===== src/rtl/lpi_pkg.sv =====
package lpi_pkg;

    typedef enum logic [1:0] {
        ST_ACTIVE = 2'd0,
        ST_SLEEP  = 2'd1,
        ST_WAKE   = 2'd2
    } lpi_state_e;

    localparam int FLAG_CNT     = 4;
    localparam int FLG_TX_ENTER = 0;
    localparam int FLG_TX_EXIT  = 1;
    localparam int FLG_RX_ENTER = 2;
    localparam int FLG_RX_EXIT  = 3;

endpackage


===== src/rtl/lpi_link_qual.sv =====
module lpi_link_qual #(
    parameter int LS_W = 11
) (
    input  logic            clk,
    input  logic            rst_n,
    input  logic            link_ok,
    input  logic            ms_tick,
    input  logic [LS_W-1:0] ls_limit,
    output logic            link_good
);
    localparam logic [LS_W-1:0] CNT_MAX = {LS_W{1'b1}};

    typedef struct packed {
        logic [LS_W-1:0] cnt;
    } qual_t;

    qual_t st_d, st_q;

    always_comb begin
        st_d = st_q;
        if (!link_ok) begin
            st_d.cnt = '0;
        end else if (ms_tick && st_q.cnt != CNT_MAX) begin
            st_d.cnt = st_q.cnt + 1'b1;
        end
    end

    always_ff @(posedge clk or negedge rst_n) begin
        if (!rst_n) begin
            st_q <= '0;
        end else begin
            st_q <= st_d;
        end
    end

    assign link_good = link_ok && (st_q.cnt >= ls_limit);

    p_restart_on_drop_r4: assert property (@(posedge clk) disable iff (!rst_n)
        !link_ok |=> st_q.cnt == '0);

    p_count_step_r3: assert property (@(posedge clk) disable iff (!rst_n)
        (link_ok && ms_tick && st_q.cnt != CNT_MAX) |=> st_q.cnt == $past(st_q.cnt) + 1'b1);

endmodule


===== src/rtl/lpi_wake_timer.sv =====
module lpi_wake_timer #(
    parameter int TW_W = 16
) (
    input  logic            clk,
    input  logic            rst_n,
    input  logic            load,
    input  logic [TW_W-1:0] load_val,
    input  logic            us_tick,
    output logic            expired
);
    typedef struct packed {
        logic [TW_W-1:0] cnt;
    } wake_t;

    wake_t st_d, st_q;

    always_comb begin
        st_d = st_q;
        if (load) begin
            st_d.cnt = load_val;
        end else if (us_tick && st_q.cnt != '0) begin
            st_d.cnt = st_q.cnt - 1'b1;
        end
    end

    always_ff @(posedge clk or negedge rst_n) begin
        if (!rst_n) begin
            st_q <= '0;
        end else begin
            st_q <= st_d;
        end
    end

    assign expired = (st_q.cnt == '0);

    p_countdown_r5: assert property (@(posedge clk) disable iff (!rst_n)
        (!load && us_tick && st_q.cnt != '0) |=> st_q.cnt == $past(st_q.cnt) - 1'b1);

    p_load_value_r2: assert property (@(posedge clk) disable iff (!rst_n)
        load |=> st_q.cnt == $past(load_val));

endmodule


===== src/rtl/lpi_event_flags.sv =====
module lpi_event_flags #(
    parameter int N = 4
) (
    input  logic         clk,
    input  logic         rst_n,
    input  logic [N-1:0] set_ev,
    input  logic         clr,
    output logic [N-1:0] flags,
    output logic         any_set
);
    typedef struct packed {
        logic [N-1:0] bits;
    } flag_t;

    flag_t st_d, st_q;

    always_comb begin
        st_d = st_q;
        for (int i = 0; i < N; i++) begin
            if (set_ev[i]) begin
                st_d.bits[i] = 1'b1;
            end else if (clr) begin
                st_d.bits[i] = 1'b0;
            end
        end
    end

    always_ff @(posedge clk or negedge rst_n) begin
        if (!rst_n) begin
            st_q <= '0;
        end else begin
            st_q <= st_d;
        end
    end

    assign flags   = st_q.bits;
    assign any_set = |st_q.bits;

    p_read_clears_r8: assert property (@(posedge clk) disable iff (!rst_n)
        (clr && set_ev == '0) |=> flags == '0);

    p_sticky_r7: assert property (@(posedge clk) disable iff (!rst_n)
        !clr |=> (flags & $past(flags)) == $past(flags));

    p_event_kept_r8: assert property (@(posedge clk) disable iff (!rst_n)
        (set_ev != '0) |=> (flags & $past(set_ev)) == $past(set_ev));

endmodule


===== src/rtl/eee_lpi_ctrl.sv =====
module eee_lpi_ctrl #(
    parameter int LS_W   = 11,
    parameter int TW_W   = 16,
    parameter int WORD_W = 32,
    parameter int LS_LSB = 16
) (
    input  logic        clk,
    input  logic        rst_n,
    input  logic        lpi_enable,
    input  logic        auto_entry,
    input  logic        link_up,
    input  logic [31:0] timer_word,
    input  logic        ms_tick,
    input  logic        us_tick,
    input  logic        tx_pending,
    input  logic        rx_lpi_in,
    input  logic        status_rd,
    output logic        tx_lpi,
    output logic        tx_hold,
    output logic [3:0]  lpi_flags,
    output logic        lpi_irq
);
    import lpi_pkg::*;

    localparam int LS_MSB = LS_LSB + LS_W - 1;
    localparam int TW_MSB = TW_W - 1;

    typedef struct packed {
        lpi_state_e state;
        logic       rx_prev;
    } ctrl_t;

    ctrl_t st_d, st_q;

    logic [LS_W-1:0]     ls_val;
    logic [TW_W-1:0]     tw_val;
    logic                link_good;
    logic                wake_done;
    logic                wake_load;
    logic                allow;
    logic [FLAG_CNT-1:0] ev;
    logic [WORD_W-1:0]   word_ext;

    assign word_ext = WORD_W'(timer_word);
    assign ls_val   = word_ext[LS_MSB:LS_LSB];
    assign tw_val   = word_ext[TW_MSB:0];
    assign allow    = lpi_enable && auto_entry;

    lpi_link_qual #(.LS_W(LS_W)) u_qual (
        .clk       (clk),
        .rst_n     (rst_n),
        .link_ok   (link_up),
        .ms_tick   (ms_tick),
        .ls_limit  (ls_val),
        .link_good (link_good)
    );

    lpi_wake_timer #(.TW_W(TW_W)) u_wake (
        .clk      (clk),
        .rst_n    (rst_n),
        .load     (wake_load),
        .load_val (tw_val),
        .us_tick  (us_tick),
        .expired  (wake_done)
    );

    always_comb begin
        st_d         = st_q;
        st_d.rx_prev = rx_lpi_in;
        wake_load    = 1'b0;
        unique case (st_q.state)
            ST_ACTIVE: begin
                if (allow && link_good && !tx_pending) begin
                    st_d.state = ST_SLEEP;
                end
            end
            ST_SLEEP: begin
                if (tx_pending || !allow) begin
                    st_d.state = ST_WAKE;
                    wake_load  = 1'b1;
                end
            end
            ST_WAKE: begin
                if (wake_done) begin
                    st_d.state = ST_ACTIVE;
                end
            end
            default: st_d.state = ST_ACTIVE;
        endcase

        ev               = '0;
        ev[FLG_TX_ENTER] = (st_q.state == ST_ACTIVE) && (st_d.state == ST_SLEEP);
        ev[FLG_TX_EXIT]  = wake_load;
        ev[FLG_RX_ENTER] = rx_lpi_in && !st_q.rx_prev;
        ev[FLG_RX_EXIT]  = !rx_lpi_in && st_q.rx_prev;
    end

    always_ff @(posedge clk or negedge rst_n) begin
        if (!rst_n) begin
            st_q <= '{state: ST_ACTIVE, rx_prev: 1'b0};
        end else begin
            st_q <= st_d;
        end
    end

    lpi_event_flags #(.N(FLAG_CNT)) u_flags (
        .clk     (clk),
        .rst_n   (rst_n),
        .set_ev  (ev),
        .clr     (status_rd),
        .flags   (lpi_flags),
        .any_set (lpi_irq)
    );

    assign tx_lpi  = (st_q.state == ST_SLEEP);
    assign tx_hold = (st_q.state != ST_ACTIVE);

    p_entry_qualified_r3: assert property (@(posedge clk) disable iff (!rst_n)
        $rose(tx_lpi) |-> $past(link_good && allow && !tx_pending));

    p_no_entry_link_down_r4: assert property (@(posedge clk) disable iff (!rst_n)
        (!tx_lpi && !link_up) |=> !tx_lpi);

    p_data_wakes_r5: assert property (@(posedge clk) disable iff (!rst_n)
        (tx_lpi && tx_pending) |=> (!tx_lpi && tx_hold));

    p_disable_exits_r6: assert property (@(posedge clk) disable iff (!rst_n)
        (tx_lpi && !allow) |=> (!tx_lpi && tx_hold));

    p_hold_covers_lpi_r5: assert property (@(posedge clk) disable iff (!rst_n)
        tx_lpi |-> tx_hold);

    p_irq_tracks_flags_r8: assert property (@(posedge clk) disable iff (!rst_n)
        $rose(tx_lpi) |-> lpi_irq);

endmodule


===== config.mk =====
export PLATFORM = sky130hd
export DESIGN_NAME = eee_lpi_ctrl
export DESIGN_NICKNAME = d
export VERILOG_FILES = /design/src/rtl/lpi_pkg.sv /design/src/rtl/lpi_link_qual.sv /design/src/rtl/lpi_wake_timer.sv /design/src/rtl/lpi_event_flags.sv /design/src/rtl/eee_lpi_ctrl.sv
export SDC_FILE = /design/constraint.sdc
export NUM_CORES = 1
export LEC_CHECK = 0
export BUFFER_PORTS_ARGS = -buffer_cell sky130_fd_sc_hd__buf_2
export CAP_MARGIN = 20
export CORE_MARGIN = 8
export CORE_UTILIZATION = 54
export CTS_CLUSTER_DIAMETER = 40
export DETAILED_ROUTE_END_ITERATION = 8
export PLACE_DENSITY = 0.77
export SETUP_SLACK_MARGIN = 0.3
export SLEW_MARGIN = 25
export SYNTH_ARGS = -nofsm -noshare
export SYNTH_HDL_FRONTEND = slang
export SYNTH_SLANG_ARGS = --single-unit

===== constraint.sdc =====
create_clock -name clk -period 2.3 [get_ports clk]
set_input_delay 0.345 -clock clk [delete_from_list [all_inputs] [get_ports clk]]
set_output_delay 0.345 -clock clk [all_outputs]
set_load 0.1 [all_outputs]

After elaboration in Yosys (flattened, before gate mapping)
Index checks and enable logic that the tools add are counted.
{"block": "classes", "mul": 0, "n_reduce_logical": 24, "eq_ne": 5, "mux": 15, "bitwise": 0, "shifts": 0, "addsub": 2, "div": 0, "magnitude_cmp": 1}
{"operator": "$mux W16", "count": 2}
{"operator": "$mux W11", "count": 2}
{"operator": "$logic_not A16 Y1", "count": 1}
{"operator": "$reduce_bool A16 Y1", "count": 1}
{"operator": "$sub A16 B1 Y16 const B", "count": 1}
{"operator": "$reduce_bool A2 Y1", "count": 6}
{"operator": "$add A11 B1 Y11 const B", "count": 1}
{"operator": "$ge A11 B11 Y1", "count": 1}
{"operator": "$ne A11 B11 Y1 const B", "count": 1}
{"operator": "$logic_and A1 B1 Y1", "count": 9}
{"operator": "$mux W1", "count": 7}
{"operator": "$mux W2", "count": 3}
{"operator": "$pmux W2 S3", "count": 1}
{"operator": "$eq A2 B1 Y1 const B", "count": 2}
{"operator": "$logic_not A1 Y1", "count": 4}
{"operator": "$reduce_or A4 Y1", "count": 1}
{"operator": "$eq A2 B2 Y1 const B", "count": 1}
{"operator": "$logic_not A2 Y1", "count": 1}
{"operator": "$ne A2 B1 Y1 const B", "count": 1}
{"operator": "$logic_or A1 B1 Y1", "count": 1}
{"block": "word_totals", "mem_count": 0, "ram_bits": 0, "ff_bits": 34, "latch_bits": 0, "rom_bits": 0, "input_bits": 42}

Logic depth before layout (Yosys ltp)
Gate-level depths: netlist of the first run.
{"block": "depth", "word_depth": 9, "ltp_mapped": 7, "mapped_depth_nobuf": 7}

Cells and area by module
A second synthesis of the first run with hierarchy kept.
{"block": "hier_totals", "hier_cells": 242, "hier_area_um2": 2203.4}
{"module": "lpi_wake_timer", "area_per_inst_um2": 1063.5, "instances": 1, "cells_each": 124}
{"module": "lpi_link_qual", "area_per_inst_um2": 843.3, "instances": 1, "cells_each": 92}
{"module": "eee_lpi_ctrl", "area_per_inst_um2": 153.9, "instances": 1, "cells_each": 16}
{"module": "lpi_event_flags", "area_per_inst_um2": 142.6, "instances": 1, "cells_each": 10}

Worst setup path before layout of the first run
Ideal clock, no wire load.
{"block": "synth_timing", "kind": "flip-flop to flip-flop", "from": "register st_q[2] in the netlist's numbering", "to": "register u_wake.st_q[6] in the netlist's numbering", "setup_slack_ps": -406, "t_arrival_ps": 2587, "stages_incl_launch_ff": 5, "setup_time_ps": 119, "synth_period_minus_slack_ps": 2706, "t_required_ps": 2181, "path_cell_list": "dfrtp_1 -> nor2b_1 -> nand2_1 -> buf_1 -> o21a_1"}
{"block": "synth_via", "elab_chain_len": 3, "elab_cells_between_ends": 4}
{"element": "from (decl)", "line_no": "eee_lpi_ctrl.sv:33", "rtl": "ctrl_t st_d, st_q;"}
{"element": "from (signal assigned)", "line_no": "eee_lpi_ctrl.sv:100", "rtl": "st_q <= '{state: ST_ACTIVE, rx_prev: 1'b0};"}
{"element": "from (signal assigned)", "line_no": "eee_lpi_ctrl.sv:102", "rtl": "st_q <= st_d;"}
{"element": "$eq A2 B1 Y1 *"}
{"element": "via tx_lpi", "line_no": "eee_lpi_ctrl.sv:18", "rtl": "output logic tx_lpi,"}
{"element": "$mux W1 *", "line_no": "eee_lpi_ctrl.sv:71", "rtl": "unique case (st_q.state)"}
{"element": "$mux W16 or $reduce_bool A2 Y1 (tied branches)"}
{"element": "to (signal assigned)", "line_no": "lpi_wake_timer.sv:30", "rtl": "st_q <= st_d;"}
{"element": "to (decl)", "line_no": "lpi_wake_timer.sv:15", "rtl": "wake_t st_d, st_q;"}
The timed path passes the listed nets; every way through them passes the cells marked *.
A chain may end at the register's enable or synchronous reset.

Final worst setup path of the first run
{"block": "layout_timing", "from": "register u_wake.st_q[7] in the netlist's numbering", "to": "register u_wake.st_q[15] in the netlist's numbering"}
{"block": "layout_via", "elab_chain_len": 3, "elab_cells_between_ends": 6}
{"element": "$sub A16 B1 Y16 or $reduce_bool A16 Y1 (tied branches)", "line_no": "lpi_wake_timer.sv:22, lpi_wake_timer.sv:21"}
{"element": "$mux W16 or $logic_and A1 B1 Y1 (tied branches)", "line_no": "lpi_wake_timer.sv:21", "rtl": "end else if (us_tick && st_q.cnt != '0) begin"}
{"element": "$mux W16 or $reduce_bool A2 Y1 (tied branches)"}
Parallel ways exist; a longest one is shown, timed or not. The select of a mux whose other input is x is not followed.

==> results.py, run 1 <==
metrics = {
    "route": {
        "drtIter0Drc": 107,
        "vias_per_cell": 5.70,
        "routedWlPerCell_um": 14.4,
        "num_vias": 1909,
        "firstDrtPassIters": 4,
        "drtAntennaViolNets": 0,
        "drt-total-wl_um": 4830,
        "drc": 0,
    },
    "synth": {
        "synth_nets": 290,
        "seq_area_frac_synth_pct": 40.5,
        "synth_mux_area_share_pct": 2.44,
        "synth_top_family_by_area": "simple AND/OR/NAND/NOR gates",
        "synth_xor_area_share_pct": 4.17,
        "synth_compound_area_share_pct": 16.3,
        "synth-edff-count": 0,
        "ys_ff_latch": 34,
        "ys_types": 47,
        "syn_avg_cell_area_um2": 8.94,
        "ys.warnings.count": 0,
        "synth.area.top_cells": "dfrtp_1, ha_1, nor2_1",
        "synth_top_area_share_pct": 40.5,
        "synth_common_cells": "nor2_1, dfrtp_1, a21oi_1",
        "syn_area_um2": 2100,
        "yosysTopAreaCell": "dfrtp_1",
        "synth_cells": 235,
        "yosys.area_share.simple_pct": 24.5,
        "ys.flop_type": "dfrtp_1",
        "synth_most_common_cell": "nor2_1",
        "synthAdderAreaFrac_pct": 7.74,
        "synthArstFlopShare_pct": 100,
    },
    "power_and_ir_drop": {
        "clkPwrFrac_pct": 20.6,
        "pwr-share-seq_pct": 41.5,
        "switching_share_pct": 39.2,
        "power.internal_mw": 1.33,
        "combPwrFrac_pct": 37.9,
        "irDropWorstVdd_mv": 0.579,
        "fin_total_pwr_mw": 2.18,
        "p_sw_mw": 0.855,
        "p_leak_nw": 1.24,
        "power.density_nw_per_um2": 872,
    },
    "global_routing": {
        "antenna_found_initial": 0,
        "grt.overflow.total": 0,
        "grt_max_degree": 35,
        "grt_pass1_wl_um": 8490,
        "track_usage_pct": 16.9,
        "grt_pass1_vias": 1893,
    },
    "timing": {
        "finalSetupViolCount": 0,
        "worst_pin_slew_ns": 0.756,
        "slew_violations": 0,
        "min_period_ns": 1.93,
        "relSlewSlack_pct": 49.6,
        "skew_ns": 0.00388,
        "setup_ws_ns": 0.374,
        "fmax_ghz": 0.519,
        "final_hold_viol_count": 0,
        "fin_crit_sh_pct": 83.7,
        "finalSetupTns_ns": 0,
        "rsz0062_at_grt": "false",
        "hold_ws_ns": 0.126,
    },
    "final_layout": {
        "utilization_pct": 67.9,
        "multi_input_area_um2": 1170,
        "stdcell_area_um2": 2500,
        "regArea_um2": 851,
        "areaGrowthSynthToFinish_pct": 19.2,
        "drive_above_1_share_pct": 24.0,
        "n_antenna_cell": 0,
        "fin_nets": 341,
        "fin_cells": 335,
        "fill_cells": 329,
    },
    "die": {
        "start_util_pct": 57.0,
        "die_y_um": 78.4,
        "core-area_um2": 3690,
        "die_w_um": 78.4,
        "dieArea_um2": 6140,
        "rows": 22,
        "num_io_pins": 49,
    },
    "clock_network": {
        "cts_buffers": 5,
        "ctsHtreeMaxLevel": 2,
        "root_buffer": "clkbuf_8",
        "clock_sinks": 34,
        "cts_tree": "yes",
        "insertion_delay_ns": 0.28,
        "cts_max_path_buffers": 2,
        "clkTransAtPathRegs_ns": 0.07,
    },
    "worst_setup_path": {
        "critPathMaxFanout": 6,
        "worstSetupPathType": "reg2reg",
        "cp-start-kind": "register",
        "arrival_ns": 2.07,
        "critPathRequiredTime_ns": 2.45,
        "endpoint_kind": "register",
    },
    "placed_design": {
        "place.gp.congestion": 0.825,
        "io_buffers": 43,
        "dpl.hpwl_um": 3800,
        "dp.cells": 326,
        "pre_cts_ws_ns": 0.374,
        "place_area_um2": 2400,
    },
    "outcome": {
        "run_status": "complete, no violations",
    },
    "job": {
        "maxCapViolCount": 0,
    },
    "hold_path": {
        "min_path_type": "in2async",
    },
}
## power groups by stage
stage                     Clock, mW  Sequential (mW)  Combinational (mW)
final                         0.450            0.905               0.828
after floorplan                   0            0.900               0.602
after global routing          0.490            0.929               0.916
after detailed placement          0            0.910               0.817
after global placement            0            0.907               0.793
after CTS                     0.461            0.902               0.821
## logic make-up (layout without fill, tap and decap cells)
| family | Yosys count | count (layout) |
|---|---|---|
| and+or+nand+nor | 99 | 99 |
| AOI/OAI and AO/OA | 50 | 50 |
| DFF | 34 | 34 |
| buffers and inverters | 24 | 76 |
| adders and majority gates | 13 | 13 |
| xor gates and xnor gates | 10 | 10 |
| muxes | 5 | 5 |
## critical path, cell delays in order, from the launching register on
cell and delay [ns]:
dfrtp_1 0.43, or3_4 0.44, or3_4 0.36, or3_1 0.34, mux2i_1 0.15, a21oi_1 0.08
## sequential cells by signal, indices dropped and copies added, names as in the netlist
signal         flops
u_wake.st_q       16
u_qual.st_q       11
u_flags.flags      4
st_q               3
## final timing paths
check	from	to	slack [ns]	depth (start not counted)
worst max-delay path	u_wake.st_q[7]	u_wake.st_q[15]	0.37	5
worst min-delay path	rst_n	u_wake.st_q[13]	0.13	1
worst min register to register	st_q[0]	u_flags.flags[2]	0.45	1
min in group clk	rx_lpi_in	st_q[0]	0.18	1
worst max register to register	u_wake.st_q[7]	u_wake.st_q[15]	0.37	5
max in group asynchronous	rst_n	u_qual.st_q[6]	1.69	1
## area by class of cell
class                   count  area share, %
multi-input cells         177           46.8
flip-flops and latches     34           34.0
repair buffers             49           10.4
clock buffers               7           3.45
inverters                  19           2.85
well taps                  48           2.40
clock inverters             1          0.200
## routing by layer
layer	GRT usage [%]	wire length [µm]	part of all wire, %	up-vias
li1	-	-	-	936
met1	19.8	2100	44	924
met2	27.9	2460	51	43
met3	6.26	212	4.4	6
met4	5.56	53	1.1	0
met5	0	0	0	-
## layout by cell type, fill, tap and decap left out, drive strengths merged, types with 4 or more instances in the layout
cell	count
nor2	36
a21oi	21
ha	13
or3	6
nand3	10
o21ai	8
buf	49
dfrtp	34
inv	19
mux2i	4
nand2	16
xnor2	10
nand4	4
a211oi	4
nor3	7
clkbuf	7
## what timing repair did
item / CTS / global route
endpoints found under the setup margin: 0 / 3
setup buffers: 0 / 1
hold buffers: 0 / 0
resized for setup: 0 / 1
Power figures use the tool's default switching activity.
==> run 2: changes to the inputs <==
ABC_AREA = 1   (was unset)
CORE_UTILIZATION = 56   (was 54)
PLACE_DENSITY = 0.78   (was 0.77)
clock period = 1.85 ns   (was 2.3 ns; I/O delays follow)
==> results.py, run 2 <==
metrics = {
    "final_layout": {
        "multi_input_area_um2": 1610,
        "fin_nets": 479,
        "drive_above_1_share_pct": 29.2,
        "final_cell_mix": "nand2_1, inv_1, buf_2, nor2_1, nand3_1",
        "top_register": "u_wake.st_q",
        "fin_cells": 477,
        "utilization_pct": 72.0,
        "n_antenna_cell": 0,
        "layout_commonest_cell": "nand2_1",
        "largest_reg_flops": 16,
        "areaGrowthSynthToFinish_pct": 24.5,
        "regArea_um2": 857,
        "fill_cells": 358,
        "stdcell_area_um2": 3130,
    },
    "global_routing": {
        "grt_max_degree": 22,
        "top_usage_layer": "met2",
        "grt_pass1_wl_um": 10300,
        "grt_use_met3_pct": 4.88,
        "track_usage_pct": 17.1,
        "met2_usage_pct": 29.1,
        "gr-usage-met1_pct": 20.5,
        "grt_pass1_vias": 2434,
        "antenna_found_initial": 0,
        "grt.overflow.total": 0,
    },
    "timing": {
        "finalSetupTns_ns": 0,
        "min_period_ns": 1.48,
        "setup_ws_ns": 0.368,
        "slew_violations": 0,
        "rsz0062_at_grt": "true",
        "fin_crit_sh_pct": 80.1,
        "finalSetupViolCount": 0,
        "final_hold_viol_count": 0,
        "skew_ns": 0.00855,
        "worst_pin_slew_ns": 0.487,
        "hold_ws_ns": 0.127,
        "fmax_ghz": 0.675,
        "relSlewSlack_pct": 67.8,
    },
    "die": {
        "core-area_um2": 4350,
        "rows": 24,
        "num_io_pins": 49,
        "start_util_pct": 57.8,
        "dieArea_um2": 6900,
        "die_w_um": 83.0,
        "die_y_um": 83.0,
    },
    "placed_design": {
        "place.gp.congestion": 0.876,
        "io_buffers": 43,
        "dp.cells": 458,
        "place_area_um2": 2800,
        "dpl.hpwl_um": 4310,
        "pre_cts_ws_ns": 0.144,
    },
    "route": {
        "firstDrtPassIters": 5,
        "drt-total-wl_um": 6110,
        "drc": 0,
        "drtAntennaViolNets": 0,
        "num_vias": 2532,
        "vias_per_cell": 5.31,
        "routedWlPerCell_um": 12.8,
        "drtIter0Drc": 155,
    },
    "hold_path": {
        "worstHoldPathCells": 1,
        "hold_start": "rx_lpi_in",
        "min_path_type": "in2reg",
        "min_to": "st_q[0]",
    },
    "clock_network": {
        "cts_max_path_buffers": 2,
        "clkTransAtPathRegs_ns": 0.08,
        "cts_buffers": 5,
        "root_buffer": "clkbuf_8",
        "clock_sinks": 34,
        "insertion_delay_ns": 0.29,
        "cts_tree": "yes",
        "ctsHtreeMaxLevel": 2,
    },
    "synth": {
        "syn_avg_cell_area_um2": 6.90,
        "synth-edff-count": 0,
        "synth_top_area_share_pct": 33.8,
        "synth_most_common_cell": "nand2_1",
        "ys.warnings.count": 0,
        "ys.flop_type": "dfrtp_1",
        "syn_area_um2": 2520,
        "seq_area_frac_synth_pct": 33.8,
        "ys_ff_latch": 34,
        "synth.area.top_cells": "dfrtp_1, nand2_1, inv_1",
        "synthArstFlopShare_pct": 100,
        "ys_types": 34,
        "synth_nets": 420,
        "synth_cells": 365,
        "synth_common_cells": "nand2_1, inv_1, nor2_1",
        "yosysTopAreaCell": "dfrtp_1",
    },
    "worst_setup_path": {
        "endpoint_kind": "register",
        "r2r_slack_ns": 0.37,
        "critPathRequiredTime_ns": 2.02,
        "cp-start-kind": "register",
        "r2r-start": "u_wake.st_q[0]",
        "r2r_cells": 9,
        "r2r-end": "u_wake.st_q[11]",
        "worstSetupPathType": "reg2reg",
        "arrival_ns": 1.66,
        "critPathMaxFanout": 6,
    },
    "outcome": {
        "run_status": "complete, no violations",
    },
    "power_and_ir_drop": {
        "power.internal_mw": 1.63,
        "fin_total_pwr_mw": 2.87,
        "pwr-share-seq_pct": 37.2,
        "irDropWorstVdd_mv": 0.829,
        "p_leak_nw": 1.59,
        "combPwrFrac_pct": 42.4,
        "p_sw_mw": 1.24,
        "power.density_nw_per_um2": 916,
        "switching_share_pct": 43.2,
        "clkPwrFrac_pct": 20.4,
    },
    "job": {
        "maxCapViolCount": 0,
    },
}
[run 2: how the worst max path moves through the flow]
stage	from	slack, ns	endpoint
after global placement	u_wake.st_q[0]	0.19	u_wake.st_q[11]
after floorplan	st_q[2]	0.19	u_wake.st_q[6]
after detailed placement	u_wake.st_q[0]	0.14	u_wake.st_q[4]
final	u_wake.st_q[0]	0.37	u_wake.st_q[11]
after CTS	u_wake.st_q[1]	0.30	u_wake.st_q[11]
after global routing	u_wake.st_q[0]	0.25	u_wake.st_q[11]
[run 2: critical path: stages (launching register included)]
cell      delay [ns]
dfrtp_1         0.36
inv_2           0.07
ha_4            0.16
nand2_2         0.13
nor2_4          0.06
nand2_4         0.11
nand2_8         0.10
buf_4           0.17
o21bai_1        0.13
nand3_1         0.09
[run 2: cell type report]
| type | count | share of cell area [%] |
|---|---|---|
| sequential | 34 | 27.4 |
| inverter | 48 | 5.91 |
| multi-input combinational | 279 | 51.3 |
| clock buffer | 6 | 2.64 |
| clock inverter | 2 | 0.399 |
| tap | 52 | 2.08 |
| timing repair buffer | 56 | 10.3 |
[run 2: cell families after synthesis]
family / after synthesis / synth area share, %
AO/OA/AOI/OAI: 35 / 8.85
XOR/XNOR: 1 / 0.348
adder cells (fa/ha/maj): 13 / 6.46
buffers and inverters: 54 / 9.10
flip-flops: 34 / 33.8
AND/OR/NAND/NOR: 228 / 41.5
[run 2: per-layer routing]
metal  part of all wire (%)  vias to the layer above  wire length (µm)
met5                      0                        -                 0
met3                    6.2                        9               381
met4                   0.90                        0                55
met2                     50                       78              3040
met1                     43                     1162              2640
li1                       -                     1283                 -
[run 2: power groups by stage]
stage	logic, mW	clock network [mW]	registers [mW]
floorplan	0.874	0	1.06
global placement	1.06	0	1.06
detailed placement	1.10	0	1.06
CTS	1.13	0.597	1.06
global route	1.38	0.632	1.09
finish	1.22	0.584	1.07
[run 2: timing repair]
action,CTS,global route
resized for setup,8,22
setup buffers,2,6
endpoints found under the hold margin,17,0
setup endpoints to repair,18,30
pin swaps,1,9
hold buffers,1,0
gates cloned,1,1
